--- config.mk ---
export PLATFORM = sky130hd
export DESIGN_NAME = mdio_master
export DESIGN_NICKNAME = d
export VERILOG_FILES = /design/src/rtl/mdio_master.sv
export SDC_FILE = /design/constraint.sdc
export NUM_CORES = 1
export LEC_CHECK = 0
export ABC_AREA = 1
export BUFFER_PORTS_ARGS = -buffer_cell sky130_fd_sc_hd__buf_4
export CAP_MARGIN = 20
export CORE_MARGIN = 3
export CORE_UTILIZATION = 44
export DETAILED_ROUTE_END_ITERATION = 10
export GPL_TIMING_DRIVEN = 0
export PLACE_DENSITY = 0.61
export SKIP_CTS_REPAIR_TIMING = 1
export SYNTH_ARGS = -nofsm -noshare
export SYNTH_HDL_FRONTEND = slang
export SYNTH_SLANG_ARGS = --single-unit
--- constraint.sdc ---
create_clock -name clk -period 5.25 [get_ports clk]
set_input_delay 0.2625 -clock clk [delete_from_list [all_inputs] [get_ports clk]]
set_output_delay 0.2625 -clock clk [all_outputs]
set_load 0.01 [all_outputs]
--- src/rtl/mdio_master.sv ---
module mdio_master #(
  parameter int HALF_CLKS = 4
) (
  input  logic        clk,
  input  logic        rst,
  input  logic        start,
  input  logic        op_read,
  input  logic [4:0]  phy_addr,
  input  logic [4:0]  reg_addr,
  input  logic [15:0] wdata,
  output logic [15:0] rdata,
  output logic        done,
  output logic        busy,
  output logic        mdc,
  output logic        mdio_o,
  output logic        mdio_oe,
  input  logic        mdio_i
);
  localparam int CW       = (HALF_CLKS > 1) ? $clog2(HALF_CLKS) : 1;
  localparam int PRE_LEN  = 32;
  localparam int TA_SLOT  = PRE_LEN + 14;
  localparam int DAT_SLOT = TA_SLOT + 2;
  localparam int DAT_END  = DAT_SLOT + 15;
  localparam int WR_LAST  = DAT_END + 1;
  localparam int RD_LAST  = DAT_END + 3;

  typedef enum logic [1:0] {S_IDLE, S_LOW, S_HIGH, S_END} state_t;

  state_t        st;
  logic [CW-1:0] cnt;
  logic [6:0]    slot;
  logic          rd;
  logic [31:0]   frame;
  logic [15:0]   rx;

  wire       half_up = (cnt == CW'(HALF_CLKS - 1));
  wire [6:0] nslot   = slot + 7'd1;
  wire [6:0] last    = rd ? 7'(RD_LAST) : 7'(WR_LAST);
  wire       cap_win = rd && (slot >= 7'(DAT_SLOT)) && (slot <= 7'(DAT_END));
  wire [31:0] frame_in = {2'b01, (op_read ? 2'b10 : 2'b01), phy_addr, reg_addr, 2'b10, wdata};

  assign busy = (st != S_IDLE);

  function automatic logic [1:0] drive(input logic [6:0] n, input logic r, input logic [31:0] f);
    if (n < 7'(PRE_LEN)) return 2'b11;
    if (n < (r ? 7'(TA_SLOT) : 7'(WR_LAST))) return {1'b1, f[5'(7'd63 - n)]};
    return 2'b00;
  endfunction

  always_ff @(posedge clk) begin
    if (rst) begin
      st      <= S_IDLE;
      cnt     <= '0;
      slot    <= '0;
      rd      <= 1'b0;
      frame   <= '0;
      rx      <= '0;
      rdata   <= '0;
      done    <= 1'b0;
      mdc     <= 1'b0;
      mdio_o  <= 1'b0;
      mdio_oe <= 1'b0;
    end else begin
      done <= 1'b0;
      case (st)
        S_IDLE: if (start) begin
          rd      <= op_read;
          frame   <= frame_in;
          slot    <= '0;
          cnt     <= '0;
          mdc     <= 1'b0;
          mdio_oe <= 1'b1;
          mdio_o  <= 1'b1;
          st      <= S_LOW;
        end
        S_LOW: begin
          if (half_up) begin
            cnt <= '0;
            mdc <= 1'b1;
            st  <= S_HIGH;
          end else cnt <= cnt + CW'(1);
        end
        S_HIGH: begin
          if (cnt == '0 && cap_win) rx <= {rx[14:0], mdio_i};
          if (half_up) begin
            cnt <= '0;
            mdc <= 1'b0;
            if (slot == last) begin
              mdio_oe <= 1'b0;
              mdio_o  <= 1'b0;
              if (rd) st <= S_END;
              else begin
                st   <= S_IDLE;
                done <= 1'b1;
              end
            end else begin
              slot              <= nslot;
              {mdio_oe, mdio_o} <= drive(nslot, rd, frame);
              st                <= S_LOW;
            end
          end else cnt <= cnt + CW'(1);
        end
        default: begin
          if (half_up) begin
            cnt   <= '0;
            done  <= 1'b1;
            rdata <= rx;
            st    <= S_IDLE;
          end else cnt <= cnt + CW'(1);
        end
      endcase
    end
  end
endmodule

==> flow_summary_export.csv <==
group,metric,value,unit
clock_tree,htreeDepth,3,
critical_path,end_kind,"register",
clock_tree,clkLatencyLatePin,0.34,ns
synth,syn-instance-count,481,
floorplanning,core,7370,um^2
critical_path,required,5.46,ns
detailed_routing,wire_per_inst,12.3,um
power_and_ir_drop,ir_drop,0.000141,V
synth,synth_nets,520,
synth,post_synth_instance_area,3410,um^2
floorplanning,die_w,94.1,um
critical_path,cp-start-kind,"register",
clock_tree,clock_tree.buffer_depth,2,
detailed_routing,viasPerCell,4.87,
critical_path,r2r_cells,13,
synth,ys_warn_count,0,
detailed_routing,firstDrtPassIters,4,
final_layout,drive_gt1_share,17.4,%
detailed_routing,drt_iter0_drc,159,
power_and_ir_drop,seqPwrFrac,45.4,%
clock_tree,path_clk_slew,0.08,ns
detailed_routing,vias,3148,
grt,grt_pass1_wl,13500,um
synth,async_flop_share,0,%
clock_tree,cts-root-buf,"clkbuf_8",
floorplanning,row_count,31,
placement,io_buffers,51,
grt,overflow,0,
synth,synth_cell_types,31,
synth,synth_most_common_cell,"nor2_1",
power_and_ir_drop,combPwrFrac,21.0,%
synth,synth_ff_type,"dfxtp_1",
synth,synth_seq_cells,76,
detailed_routing,drt_wl_total,7960,um
synth,yosysTopAreaCell,"dfxtp_1",
synth,seq_area_frac_synth,44.6,%
floorplanning,die_area,8850,um^2
critical_path,rr_startpoint,"slot[0]",
power_and_ir_drop,p_switching,439,uW
timing,fmax,429,MHz
timing,finalSetupViolCount,0,
critical_path,reg2reg_setup_slack,2.92,ns
clock_tree,cts-buffers-inserted,9,
critical_path,crit_end,"mdio_o",
timing,slew_viol_final,0,
run,maxCapViolCount,0,
final_layout,insertedDiodeCount,0,
grt,grt_max_degree,14,
timing,maxSlewHeadroom,65.0,%
timing,period_needed,2.33,ns
clock_tree,tritoncts,"done",
power_and_ir_drop,p_sw_share,30.3,%
critical_path,crit_path_start,"slot[0]",
status,status,"completed",
synth,ys_top_cells_by_count,"100 x nor2_1, 79 x nand2_1, 76 x dfxtp_1",
synth,synth_top_area_share,44.6,%
timing,rsz0062_at_grt,"no",
critical_path,cp_data_arrival_time,2.54,ns
timing,setup_tns,0,ns
worst_hold_path,hold_class,"primary input to register",
power_and_ir_drop,intPower,1010,uW
detailed_routing,drtAntennaViolNets,0,
timing,period_share,44.4,%
critical_path,path_class,"register to register",
timing,worst_pin_slew,0.525,ns
floorplanning,start_util,46.3,%
clock_tree,cts.sinks,76,
critical_path,cp_max_fo,10,
grt,antenna_found_initial,0,
floorplanning,die_y,94.1,um
placement,dp_slack,2.97,ns
synth,synth_edf_count,0,
timing,final-hold-violation-count,0,
placement,gp_congestion,0.812,
grt,globalRouteTotalUtil,19.4,%
power_and_ir_drop,power_density,351,nW/um^2
floorplanning,ios,52,
detailed_routing,drc,0,
power_and_ir_drop,clock_power_share,33.6,%
critical_path,rr_endpoint,"mdio_o",
timing,fin_ws,2.92,ns
power_and_ir_drop,leakage,0.00176,uW
timing,skew,0.00735,ns
placement,dp_hpwl,5740,um
grt,grt_pass1_vias,2863,
synth,synth_area_leaders,"dfxtp_1 45%, nor2_1 11%, nand2_1 8.7%",
final_layout,syn_to_final_growth,21.0,%
synth,syn_area_per_cell,7.09,um^2
final_layout,layout.nets,582,
-- layout make-up --
cell class,count,area [um^2]
buffer,23,135
sequential,76,1520
timing repair buffer,51,383
multi-input combinational,337,1580
clock buffer,9,124
clock inverter,6,87.6
fill,758,3240
tap,99,124
inverter,45,171
-- worst max-delay path: stages (launching register included) --
cell	delay [ns]
dfxtp_1	0.39
inv_2	0.12
buf_2	0.21
ha_1	0.31
clkbuf_1	0.42
nand3_1	0.15
nand2_1	0.12
nand2_1	0.05
nand3_1	0.07
nand2_1	0.07
nand2_1	0.06
nand3_1	0.09
nand2_1	0.08
a21oi_1	0.05
-- sequential cells by signal, summed over array words and instances, names as in the netlist --
signal	count
frame	29
rdata	16
rx	16
slot	7
cnt	2
st	2
done	1
mdc	1
mdio_o	1
mdio_oe	1
-- worst min path at each step --
stage,from,to,depth (start not counted)
after floorplan,rst,slot[1],1
after global placement,rdata[13],rdata[13],2
after detailed placement,rdata[6],rdata[6],2
after CTS,rst,slot[1],2
after global routing,rst,slot[1],2
final,rst,slot[1],2
-- per-stage QoR --
| stage | power (uW) | instance area [um^2] | utilization, % | hold WS (ns) | std cells |
|---|---|---|---|---|---|
| 2_1_floorplan | 882 | 3410 | - | 0.332 | 481 |
| 6_report | 1450 | 4130 | 56.0 | 0.110 | 646 |
| 3_5_place_dp | 974 | 3920 | 53.2 | 0.438 | 631 |
| 4_1_cts | 1460 | 4130 | 56.0 | 0.102 | 646 |
| 3_3_place_gp | 970 | 3920 | 53.2 | 0.435 | 631 |
| 5_1_grt | 1540 | 4130 | 56.0 | 0.0945 | 646 |
-- power by group through the flow --
| stage | clock network, uW | logic (uW) | registers, uW |
|---|---|---|---|
| 4_1_cts | 498 | 304 | 658 |
| 6_report | 487 | 304 | 657 |
| 3_5_place_dp | 0 | 303 | 671 |
| 5_1_grt | 521 | 353 | 665 |
| 3_3_place_gp | 0 | 300 | 670 |
| 2_1_floorplan | 0 | 217 | 666 |
-- cells in the final DEF (no fill, tap or decap), types with 2 or more instances in the layout --
| master | synthesis | layout |
|---|---|---|
| inv_1 | 37 | 37 |
| buf_2 | 3 | 3 |
| bufinv_16 | 0 | 2 |
| clkbuf_8 | 0 | 9 |
| clkinv_2 | 0 | 2 |
| ha_1 | 8 | 8 |
| clkbuf_1 | 13 | 13 |
| a21oi_2 | 2 | 2 |
| o21ai_0 | 59 | 59 |
| buf_6 | 3 | 3 |
| buf_4 | 3 | 54 |
| inv_2 | 6 | 6 |
| nor2_2 | 3 | 3 |
| nor2_1 | 100 | 100 |
| nand2_2 | 2 | 2 |
| nand2_1 | 79 | 79 |
| a21oi_1 | 29 | 29 |
| dfxtp_1 | 76 | 76 |
| nand3_1 | 38 | 38 |
| nand2_4 | 2 | 2 |
| o21ai_1 | 5 | 5 |
-- routing by layer --
metal	part of all wire, %	routed length (um)	GRT usage, %
met3	4.4	349	5.53
met5	0	0	0
met1	53	4180	27.8
met4	0.65	52	5.42
met2	42	3370	28.4
-- kinds of logic after synthesis --
logic type | synth area share, %
compound gates | 15.4
xor+xnor | 0.257
fa+ha+maj | 2.93
buf+inv | 8.98
flops | 44.6
simple gates | 27.9
No activity file was read; power rests on OpenSTA's default activity.
